File: src/rtl/vb_pkg.sv
package vb_pkg;
  // Width of the slot index carried in the strobe bundle; bounds ENTRIES to 256.
  localparam int SLOT_W = 8;

  typedef struct packed {
    logic              wrEn;    // write the evicted block this cycle
    logic [SLOT_W-1:0] wrSlot;  // entry index receiving it
  } vbStrobe_t;
endpackage

File: src/rtl/vb_datapath.sv
module vb_datapath
  import vb_pkg::*;
#(
  parameter int ENTRIES = 4,
  parameter int ADDR_W  = 28,
  parameter int DATA_W  = 64
) (
  input  logic                 clk,
  input  logic                 rst_n,
  input  vbStrobe_t            strobe,
  input  logic [ADDR_W-1:0]    evictAddr,
  input  logic [DATA_W-1:0]    evictData,
  input  logic [ADDR_W-1:0]    lookupAddr,
  input  logic [ENTRIES-1:0]   matchVec,
  output logic [ENTRIES-1:0]   tagEq,
  output logic [DATA_W-1:0]    hitData
);
  logic [ADDR_W-1:0] addrQ [ENTRIES];
  logic [DATA_W-1:0] dataQ [ENTRIES];

  // One storage slot plus one comparator per entry: the parallel search.
  for (genvar g = 0; g < ENTRIES; g++) begin : g_slot
    always_ff @(posedge clk) begin
      if (!rst_n) begin
        addrQ[g] <= '0;
        dataQ[g] <= '0;
      end else if (strobe.wrEn && strobe.wrSlot == SLOT_W'(g)) begin
        addrQ[g] <= evictAddr;
        dataQ[g] <= evictData;
      end
    end
    assign tagEq[g] = (addrQ[g] == lookupAddr);
  end

  // AND-OR selection driven by the qualified one-hot vector.
  always_comb begin
    hitData = '0;
    for (int i = 0; i < ENTRIES; i++) begin
      if (matchVec[i]) hitData = hitData | dataQ[i];
    end
  end
endmodule

File: src/rtl/vb_control.sv
module vb_control
  import vb_pkg::*;
#(
  parameter int ENTRIES = 4
) (
  input  logic               clk,
  input  logic               rst_n,
  input  logic               lookupValid,
  input  logic               evictValid,
  input  logic [ENTRIES-1:0] tagEq,
  output logic [ENTRIES-1:0] matchVec,
  output logic               hitOut,
  output logic               fetchReq,
  output vbStrobe_t          strobe
);
  localparam int IDX_W = (ENTRIES > 1) ? $clog2(ENTRIES) : 1;

  logic [ENTRIES-1:0] validQ;
  logic [ENTRIES-1:0] oldestVec;
  // olderQ[i][j] set: entry i was written before entry j.
  logic [ENTRIES-1:0] olderQ [ENTRIES];
  logic [IDX_W-1:0]   hitIdx, freeIdx, oldIdx, wrIdx;
  logic               anyFree;

  assign matchVec = lookupValid ? (tagEq & validQ) : '0;
  assign hitOut   = |matchVec;
  assign fetchReq = lookupValid & ~hitOut;

  // An entry is oldest when it is held and older than every other held entry.
  always_comb begin
    for (int i = 0; i < ENTRIES; i++) begin
      oldestVec[i] = validQ[i];
      for (int j = 0; j < ENTRIES; j++) begin
        if (j != i && validQ[j] && !olderQ[i][j]) oldestVec[i] = 1'b0;
      end
    end
  end

  // Priority encoders; the descending scan leaves the lowest index selected.
  always_comb begin
    hitIdx  = '0;
    freeIdx = '0;
    oldIdx  = '0;
    anyFree = 1'b0;
    for (int i = ENTRIES - 1; i >= 0; i--) begin
      if (matchVec[i])  hitIdx = IDX_W'(i);
      if (!validQ[i]) begin
        freeIdx = IDX_W'(i);
        anyFree = 1'b1;
      end
      if (oldestVec[i]) oldIdx = IDX_W'(i);
    end
    if (hitOut)       wrIdx = hitIdx;
    else if (anyFree) wrIdx = freeIdx;
    else              wrIdx = oldIdx;
  end

  assign strobe.wrEn   = evictValid;
  assign strobe.wrSlot = SLOT_W'(wrIdx);

  always_ff @(posedge clk) begin
    if (!rst_n) begin
      validQ <= '0;
    end else begin
      for (int i = 0; i < ENTRIES; i++) begin
        if (evictValid && wrIdx == IDX_W'(i)) validQ[i] <= 1'b1;
        else if (matchVec[i])                 validQ[i] <= 1'b0;
      end
    end
  end

  // Writing entry k makes k younger than every other entry.
  always_ff @(posedge clk) begin
    if (!rst_n) begin
      for (int i = 0; i < ENTRIES; i++) olderQ[i] <= '0;
    end else if (evictValid) begin
      for (int i = 0; i < ENTRIES; i++) begin
        for (int j = 0; j < ENTRIES; j++) begin
          if (IDX_W'(j) == wrIdx && i != j) olderQ[i][j] <= 1'b1;
          else if (IDX_W'(i) == wrIdx)      olderQ[i][j] <= 1'b0;
        end
      end
    end
  end
endmodule

File: src/rtl/vb_victim_buffer.sv
module vb_victim_buffer
  import vb_pkg::*;
#(
  parameter int ENTRIES = 4,
  parameter int ADDR_W  = 28,
  parameter int DATA_W  = 64
) (
  input  logic               clk,
  input  logic               rst_n,
  input  logic               evictValid,
  input  logic [ADDR_W-1:0]  evictAddr,
  input  logic [DATA_W-1:0]  evictData,
  input  logic               lookupValid,
  input  logic [ADDR_W-1:0]  lookupAddr,
  output logic               hitOut,
  output logic [DATA_W-1:0]  hitData,
  output logic [ENTRIES-1:0] matchVec,
  output logic               fetchReq,
  output logic [ADDR_W-1:0]  fetchAddr
);
  vbStrobe_t          strobe;
  logic [ENTRIES-1:0] tagEq;

  vb_control #(.ENTRIES(ENTRIES)) ctrl_i (
    .clk(clk), .rst_n(rst_n),
    .lookupValid(lookupValid), .evictValid(evictValid),
    .tagEq(tagEq), .matchVec(matchVec),
    .hitOut(hitOut), .fetchReq(fetchReq), .strobe(strobe)
  );

  vb_datapath #(.ENTRIES(ENTRIES), .ADDR_W(ADDR_W), .DATA_W(DATA_W)) dp_i (
    .clk(clk), .rst_n(rst_n), .strobe(strobe),
    .evictAddr(evictAddr), .evictData(evictData),
    .lookupAddr(lookupAddr), .matchVec(matchVec),
    .tagEq(tagEq), .hitData(hitData)
  );

  assign fetchAddr = lookupAddr;
endmodule

File: config.mk
export PLATFORM = sky130hd
export DESIGN_NAME = vb_victim_buffer
export DESIGN_NICKNAME = d
export VERILOG_FILES = /design/src/rtl/vb_pkg.sv /design/src/rtl/vb_datapath.sv /design/src/rtl/vb_control.sv /design/src/rtl/vb_victim_buffer.sv
export SDC_FILE = /design/constraint.sdc
export NUM_CORES = 1
export LEC_CHECK = 0
export ABC_AREA = 1
export BUFFER_PORTS_ARGS = -buffer_cell sky130_fd_sc_hd__buf_4
export CAP_MARGIN = 20
export CORE_AREA = 2 2 272 274
export CTS_BUF_LIST = sky130_fd_sc_hd__clkbuf_8
export DETAILED_ROUTE_END_ITERATION = 10
export DIE_AREA = 0 0 274 276
export SKIP_LAST_GASP = 1
export SYNTH_ARGS = -nofsm -noshare
export SYNTH_HDL_FRONTEND = slang
export SYNTH_HIERARCHICAL = 1
export SYNTH_SLANG_ARGS = --single-unit
File: constraint.sdc
create_clock -name clk -period 5.5 [get_ports clk]
set_clock_uncertainty 0.05 [all_clocks]
set_input_delay 0 -clock clk [delete_from_list [all_inputs] [get_ports clk]]
set_output_delay 0 -clock clk [all_outputs]
set_load 0.005 [all_outputs]
After elaboration in Yosys (flattened, before gate mapping)
Memory sizes are Yosys's and may differ from the RTL's.
Cells that the tools add are included.
{"block": "totals", "regBits": 4, "ram_bits": 384, "memories": 3}
{"block": "classes", "eq_ne": 10, "mux": 156, "bitwise_logic": 42, "n_reduce_logical": 36}
{"memory": "dp_i.dataQ", "words": 4, "word_bits": 64, "read_ports": 4, "rd_clocked_by_memory_dff": 0, "wr": 4, "line_no": "vb_datapath.sv:19", "rtl": "logic [DATA_W-1:0] dataQ [ENTRIES];"}
{"memory": "dp_i.addrQ", "words": 4, "word_bits": 28, "read_ports": 4, "rd_clocked_by_memory_dff": 0, "wr": 4, "line_no": "vb_datapath.sv:18", "rtl": "logic [ADDR_W-1:0] addrQ [ENTRIES];"}
{"memory": "ctrl_i.olderQ", "words": 4, "word_bits": 4, "read_ports": 4, "rd_clocked_by_memory_dff": 0, "wr": 4, "line_no": "vb_control.sv:21", "rtl": "logic [ENTRIES-1:0] olderQ [ENTRIES];"}
{"operator": "$mux 64", "count": 8}
{"operator": "$or 64x64->64", "count": 3}
{"operator": "$mux 1", "count": 129}
{"operator": "$eq 28x28->1", "count": 4}
{"operator": "$mux 28", "count": 4}
{"operator": "$or 1x1->1", "count": 36}
{"operator": "$mux 2", "count": 14}
{"operator": "$logic_and 1x1->1", "count": 17}
{"operator": "$logic_not 1->1", "count": 12}
{"operator": "$logic_not 8->1", "count": 1}
{"operator": "$reduce_bool 2->1", "count": 4}
{"operator": "$and 4x4->4", "count": 1}
{"operator": "$eq 2x2->1 const A", "count": 2}
{"operator": "$eq 2x2->1 const B", "count": 2}
{"operator": "$mux 4", "count": 1}
{"operator": "$reduce_or 4->1", "count": 1}
{"operator": "$eq 1x2->1 const A", "count": 1}
{"operator": "$eq 2x1->1 const B", "count": 1}
{"operator": "$logic_not 2->1", "count": 1}
{"operator": "$and 1x1->1", "count": 1}
{"operator": "$not 1->1", "count": 1}

Logic depth before layout (Yosys ltp)
Gate-level depths: netlist of run 1.
An unclocked memory read counts as a cell.
{"block": "logic_depth", "word_depth": 19, "depth_mapped": 20, "depth_no_buf": 17}

Modules after synthesis
Netlist of run 1, hierarchy kept.
{"mod": "vb_datapath", "n_inst": 1, "cells_each": 1723, "area_per_inst_um2": 16649.7, "seq_area_each_um2": 11050.6}
{"mod": "vb_control", "n_inst": 1, "cells_each": 158, "area_per_inst_um2": 1206.2, "seq_area_each_um2": 440.4}
{"mod": "vb_victim_buffer", "n_inst": 1, "cells_each": 28, "area_per_inst_um2": 210.2, "seq_area_each_um2": 0.0}

Worst setup path before layout of run 1
OpenSTA, ideal clock, no wires.
{"block": "synth_path", "kind": "register to register", "start": "memory dp_i.addrQ[3][2]", "end": "memory dp_i.addrQ[1][0], enable pin", "t_arrival_ps": 3768, "setup_slack_ps": 1229, "stages_incl_launch_ff": 17, "path_buffers": 0, "synth_period_minus_slack_ps": 4271, "path_cell_list": "edfxtp_1 nand2_1 nand2_1 nor2_1 nand2_1 nor2_1 nand2_1 nor2_1 nand3_1 clkinv_1 nand2_1 a21oi_2 inv_2 nand2_8 nor3b_4 nand2_1 nand2_1"}
{"element": "start: declaration", "line_no": "vb_datapath.sv:18"}

==> qor.yml, run 1 <==
placement:
  dpl-instance-area_um2: 20500
  dpl.hpwl_um: 30900
  io_buffers: 221
  gp_routability_congestion: 0.774
critical_path:
  crit_arrival_ps: 4250
  rr_worst_depth: 16
  setup.worst_path.class: "flip-flop to flip-flop"
  crit_path_end_kind: "flip-flop"
  critical_path.max_fanout: 55
  worstPathRequired_ps: 5900
  start_kind: "flip-flop"
sta:
  fmax_mhz: 260
  worst_slew_pin_slew_ps: 990
  fin_tns_setup_ps: 0
  finalSetupViolations: 0
  grt_setup_unrepaired: "no"
  fin_crit_sh_pct: 70.0
  relSlewSlack_pct: 34.0
  slew_violations: 0
  layout_min_cycle_time_ps: 3850
  hold_violations: 0
cells_and_area:
  fin_nets: 2333
  finish.utilization_pct: 31.3
  syn_to_final_growth_pct: 25.8
  final_cell_area_um2: 22700
  nFillCells: 7562
  drive_above_1_share_pct: 16.0
route:
  wl_um: 50600
  drt_iter0_markers: 754
  drtAntennaViolNets: 0
  first_pass_iters: 5
  num_vias: 13600
  avgViaCountPerCell: 4.22
  drc: 0
  wl_per_cell_um: 15.7
logic_synthesis:
  ys_seq_area_share_pct: 63.6
  synth.distinct_cells: 31
  ys_ff_latch: 384
  synth_top_area_cell: "edfxtp_1"
  synth_top_area_share_pct: 63.2
  postSynthCellCount: 1909
  yosysWarningCount: 6
  synth_area_leaders: "edfxtp_1 63%, nand2_1 12%, nor2_1 9.0%"
  synth.avg_cell_area_um2: 9.46
  synth_area_um2: 18100
clocking:
  cts_root_buf: "clkbuf_8"
  post_cts_resized: 0
  cts.sinks: 384
  cts-buffers-inserted: 70
  htreeDepth: 3
  clock_latency_ps: 640
  clk_path_buf_depth: 3
  clk_pin_slew_worst_paths_ps: 60
  cts_tree: "built"
hold_path:
  holdPathStages: 9
  hold_path_class: "input port to flip-flop"
grt:
  grt_max_degree: 68
  grt_pass1_vias: 13700
  gr-total-overflow: 0
  grt_pass1_wl_um: 77000
  grtUsageTotal_pct: 13.3
  antenna_found_initial: 1
run:
  drv_cap: 0
floorplan:
  num_rows: 99
  die_h_um: 276
  initial_utilization_pct: 24.9
  io_pins: 222
  die_w_um: 274
  coreArea_um2: 72600
  die_area_um2: 75600
pwr:
  power_density_nw_per_um2: 278
  ir_drop_mv: 0.151
  leakage_nw: 9.97
status:
  outcome: "finished, final reports clean"
## registers in the layout, indices dropped and copies added (netlist names)
signal,flops
ctrl_i/olderQ,12
ctrl_i/validQ,4
dp_i/addrQ,112
dp_i/dataQ,256
## worst max-delay path: stages, from the launching register on
cell and delay [ps]:
edfxtp_1 390, nand2_1 90, nand2_1 50, nor2_1 100, nand2_1 80, nor2_1 240
nand2_1 130, nor2_1 130, nand3_2 130, nand2_1 180, nor2_4 80, nand3_2 90
nand2_4 90, nor2_1 410, nand3_4 550, buf_4 570, nor2_1 220
## per-layer routing
metal,GRT usage (%),share of wire (%),vias up
met1,16.7,43,6524
met3,2.51,5.0,83
met5,0,0,-
met2,22.4,49,360
met4,5.28,2.9,0
li1,-,-,6591
## kinds of logic (layout without fill, tap and decap cells)
| family | count (synthesis) | in the layout | synth area share, % |
|---|---|---|---|
| compound gates | 4 | 4 | 0.215 |
| xor+xnor | 32 | 32 | 1.55 |
| buf+inv | 353 | 695 | 8.98 |
| flops | 384 | 384 | 63.6 |
| other cells | 1 | 7 | 0.0208 |
| simple gates | 1135 | 1135 | 25.6 |
## worst paths after layout
kind	start	to	slack, ps
max	dp_i/addrQ[0][7]$_SDFFCE_PN0P_	dp_i/dataQ[0][10]$_SDFFCE_PN0P_	1650
min	lookupAddr[21]	ctrl_i/validQ[0]$_SDFFE_PN0P_	80
max reg2reg	dp_i/addrQ[0][7]$_SDFFCE_PN0P_	dp_i/dataQ[0][10]$_SDFFCE_PN0P_	1650
min reg2reg	ctrl_i/validQ[2]$_SDFFE_PN0P_	ctrl_i/validQ[2]$_SDFFE_PN0P_	560
## final cells by class
cell class / instances / area (um^2) / area share [%]
clock buffers: 72 / 991 / 4.36
clock inverters: 47 / 272 / 1.19
well taps: 959 / 1200 / 5.28
inverters: 238 / 893 / 3.93
repair buffers: 338 / 2820 / 12.4
flip-flops and latches: 384 / 11500 / 50.6
diodes: 1 / 2.50 / 0.0110
multi-input cells: 1177 / 5050 / 22.2
## through the flow
stage | instances | hold WS [ps] | power, mW | setup WS, ps
2_1_floorplan | 1914 | 20.7 | 3.64 | 1230
3_3_place_gp | 2997 | 174 | 3.82 | 1720
3_5_place_dp | 2997 | 173 | 3.83 | 1670
4_1_cts | 3215 | 1.78 | 6.42 | 1620
5_1_grt | 3216 | 126 | 6.59 | 1320
6_report | 3216 | 76.6 | 6.32 | 1650
## cell usage in the layout, fill, tap and decap left out, types with 2 or more instances in the layout
master	synthesis	final
inv_1	234	252
clkinv_2	0	7
buf_4	40	236
clkbuf_8	0	72
nand2_1	588	584
nand4_1	64	64
nand3_2	5	5
xnor2_1	32	32
inv_2	2	6
nand3_1	28	24
inv_6	0	2
nand4_2	3	3
nand2_4	1	5
nand3_4	2	6
buf_12	0	3
edfxtp_1	380	380
nor2_1	435	435
dlygate4sd3_1	0	99
dfxtp_1	4	4
clkinv_1	2	13
nand2_2	3	3
conb_1	1	6
a21oi_2	2	2
bufinv_16	0	2
## synth_stat cells
| cell | number |
|---|---|
| inv_1 | 234 |
| buf_1 | 5 |
| edfxtp_1 | 380 |
| xnor2_1 | 32 |
| a21oi_4 | 1 |
| conb_1 | 1 |
| nand4_1 | 64 |
| nand4_2 | 3 |
| inv_2 | 2 |
| buf_4 | 40 |
| or2_4 | 1 |
| nand3_2 | 5 |
| nor3b_4 | 1 |
| nor2_1 | 435 |
| nand2_4 | 1 |
| buf_2 | 19 |
| nand2_1 | 588 |
| clkbuf_4 | 1 |
| nand2_2 | 3 |
| nor3_4 | 1 |
| clkbuf_1 | 34 |
| nand2_8 | 1 |
| a21oi_2 | 2 |
| clkinv_1 | 2 |
| dfxtp_1 | 4 |
| nand3_1 | 28 |
| buf_6 | 16 |
| nor2_4 | 1 |
| nand4_4 | 1 |
| o21ai_0 | 1 |
| nand3_4 | 2 |
## repair_timing
action / CTS / global route
endpoints found under the hold margin: 396 / 0
hold buffers: 99 / 0
buffers inserted: 0 / 0
## power by group
| group | internal, mW | leakage, nW | total, mW | switching [mW] |
|---|---|---|---|---|
| combinational | 0.188 | 5.29 | 0.458 | 0.271 |
| clock | 1.31 | 0.726 | 2.51 | 1.19 |
| sequential | 3.32 | 3.96 | 3.36 | 0.0387 |
| total | 4.82 | 9.97 | 6.32 | 1.50 |
Power figures use the tool's default switching activity.
==> inputs of run 2 (changes only) <==
==> constraint.sdc (replaced) <==
create_clock -name clk -period 4 [get_ports clk]
set_clock_uncertainty 0.05 [all_clocks]
set_input_delay 0 -clock clk [delete_from_list [all_inputs] [get_ports clk]]
set_output_delay 0 -clock clk [all_outputs]
set_load 0.005 [all_outputs]
==> run 2 against run 1 <==
Sequential power rose by 37%. Via count is 1.0% lower. Utilization increased by 0.16 points. Setup slack got worse by 1100 ps. Clock power up 32%. Non-clock buffer count grew 8. Fmax up 13%. Cell area rose by 0.51%. Combinational power up 41%. First-iteration DRC count shrank 2.7%. Total power rose by 36%. Critical path depth fell by 2. Highest routed layer is now met5.
==> qor.yml, run 2 (synthesized netlist as in run 1, its figures left out) <==
status:
  outcome: "finished, final reports clean"
floorplan:
  initial_utilization_pct: 24.9
  die_h_um: 276
  num_rows: 99
  die_area_um2: 75600
  io_pins: 222
  coreArea_um2: 72600
  die_w_um: 274
cells_and_area:
  drive_above_1_share_pct: 16.2
  largest_register: "dp_i/dataQ"
  nFillCells: 7542
  largest_reg_flops: 256
  syn_to_final_growth_pct: 26.4
  fin_nets: 2340
  final_common_cell: "nand2_1"
  final_cell_mix: "584 x nand2_1, 435 x nor2_1, 380 x edfxtp_1, 253 x inv_1, 235 x buf_4"
  reg_top3: "dp_i/dataQ (256), dp_i/addrQ (112), ctrl_i/olderQ (12)"
critical_path:
  crit_start: "dp_i/addrQ[2][24]$_SDFFCE_PN0P_"
  crit_path_end_kind: "flip-flop"
  path_cells: "xnor2_1, nand2_1, nor2_1, nand3_1, nor2_1, nand3_1, nand2_1, nor2_4, nand3_2, nand2_4, nor2_1, nand2_1, nand2_4, buf_12"
  worstPathRequired_ps: 4240
  slowest_delay_ps: 430
  r2r_slack_ps: 580
  crit_arrival_ps: 3660
  regToRegStartpoint: "dp_i/addrQ[2][24]$_SDFFCE_PN0P_"
  crit_family: "simple AND/OR/NAND/NOR gates"
  start_kind: "flip-flop"
  rr_worst_depth: 14
  r2r-end: "dp_i/dataQ[0][6]$_SDFFCE_PN0P_"
  critical_path.max_fanout: 43
  cp_slowest_cell: "nor2_1"
  path_buf_inv: 1
  setup.worst_path.class: "flip-flop to flip-flop"
sta:
  fmax_mhz: 293
  fin_crit_sh_pct: 85.4
  fin_ws_ps: 584
  grt_setup_unrepaired: "no"
  finalSetupViolations: 0
  layout_min_cycle_time_ps: 3420
  relSlewSlack_pct: 35.3
  worst_slew_pin_slew_ps: 970
  slew_violations: 0
  fin_tns_setup_ps: 0
  hold_violations: 0
route:
  first_pass_iters: 5
  drt_iter0_markers: 734
  wl_per_cell_um: 16.0
  drtAntennaViolNets: 0
  avgViaCountPerCell: 4.16
  drc: 0
  num_vias: 13400
  wl_um: 51600
clocking:
  cts_root_buf: "clkbuf_8"
  htreeDepth: 3
  clk_pin_slew_worst_paths_ps: 60
  cts.sinks: 384
  clock_latency_ps: 650
  cts_tree: "built"
  clk_path_buf_depth: 3
  cts-buffers-inserted: 69
hold_path:
  hp-start: "lookupAddr[16]"
  holdPathEnd: "ctrl_i/validQ[0]$_SDFFE_PN0P_"
  holdPathStages: 11
  hold_path_class: "input port to flip-flop"
grt:
  grt_pass1_wl_um: 78800
  grt_max_degree: 86
  grtUsageTotal_pct: 13.6
  gr-total-overflow: 0
  antenna_found_initial: 3
  grt_pass1_vias: 13600
placement:
  io_buffers: 221
  gp_routability_congestion: 0.765
  preCtsSetupSlack_ps: 613
  dpl.hpwl_um: 31800
run:
  drv_cap: 0
pwr:
  finalPower_mw: 8.57
  ir_drop_mv: 0.232
  power_density_nw_per_um2: 375
  leakage_nw: 10.0
==> run 2: worst register-to-register path, cell delays in order (launching register included) <==
cell and delay, ps:
edfxtp_1 380, xnor2_1 210, nand2_1 90, nor2_1 130, nand3_1 150, nor2_1 140, nand3_1 170, nand2_1 220
nor2_4 80, nand3_2 90, nand2_4 100, nor2_1 440, nand2_1 170, nand2_4 270, buf_12 340
==> run 2: layer usage <==
layer,track usage (%),wire length (um),vias up
li1,-,-,6596
met1,16.8,22000,6401
met2,23.4,25200,351
met3,2.83,3080,73
met4,4.75,1300,2
met5,0,13,-
==> run 2: timing repair <==
item                      in CTS  in global routing
hold buffers                  98                  0
hold endpoints to repair     396                  0
setup buffers                  0                  0
resized for setup              0                  0
==> run 2: metrics by stage <==
step	cell area, um^2	hold slack (ps)	util (%)	std cells
CTS	22800	4.59	31.5	3221
detailed placement	20700	180	28.5	3006
floorplan	18100	20.7	-	1914
global route	22800	117	31.5	3222
finish	22800	69.6	31.5	3223
global placement	20700	180	28.5	3006
==> run 2: worst max-delay path by stage <==
| stage | endpoint | depth (start not counted) |
|---|---|---|
| after global placement | dp_i/dataQ[0][51]$_SDFFCE_PN0P_ | 16 |
| after global routing | hitData[47] | 13 |
| after floorplan | dp_i/addrQ[1][0]$_SDFFCE_PN0P_ | 16 |
| after CTS | hitData[47] | 13 |
| final | dp_i/dataQ[0][6]$_SDFFCE_PN0P_ | 14 |
| after detailed placement | dp_i/addrQ[0][7]$_SDFFCE_PN0P_ | 16 |
==> run 2: layout make-up <==
type | instances | area (um^2) | share of cell area, %
multi-input cells | 1177 | 5050 | 22.1
repair buffers | 346 | 3010 | 13.2
diodes | 2 | 5.00 | 0.0219
inverters | 238 | 893 | 3.91
clock buffers | 72 | 991 | 4.34
flip-flops and latches | 384 | 11500 | 50.3
well taps | 959 | 1200 | 5.25
clock inverters | 45 | 201 | 0.882
==> run 2: power breakdown <==
part | switching (mW) | total (mW) | internal, mW
clock network | 1.65 | 3.32 | 1.66
registers | 0.0526 | 4.61 | 4.56
logic | 0.376 | 0.644 | 0.267
total | 2.08 | 8.57 | 6.49
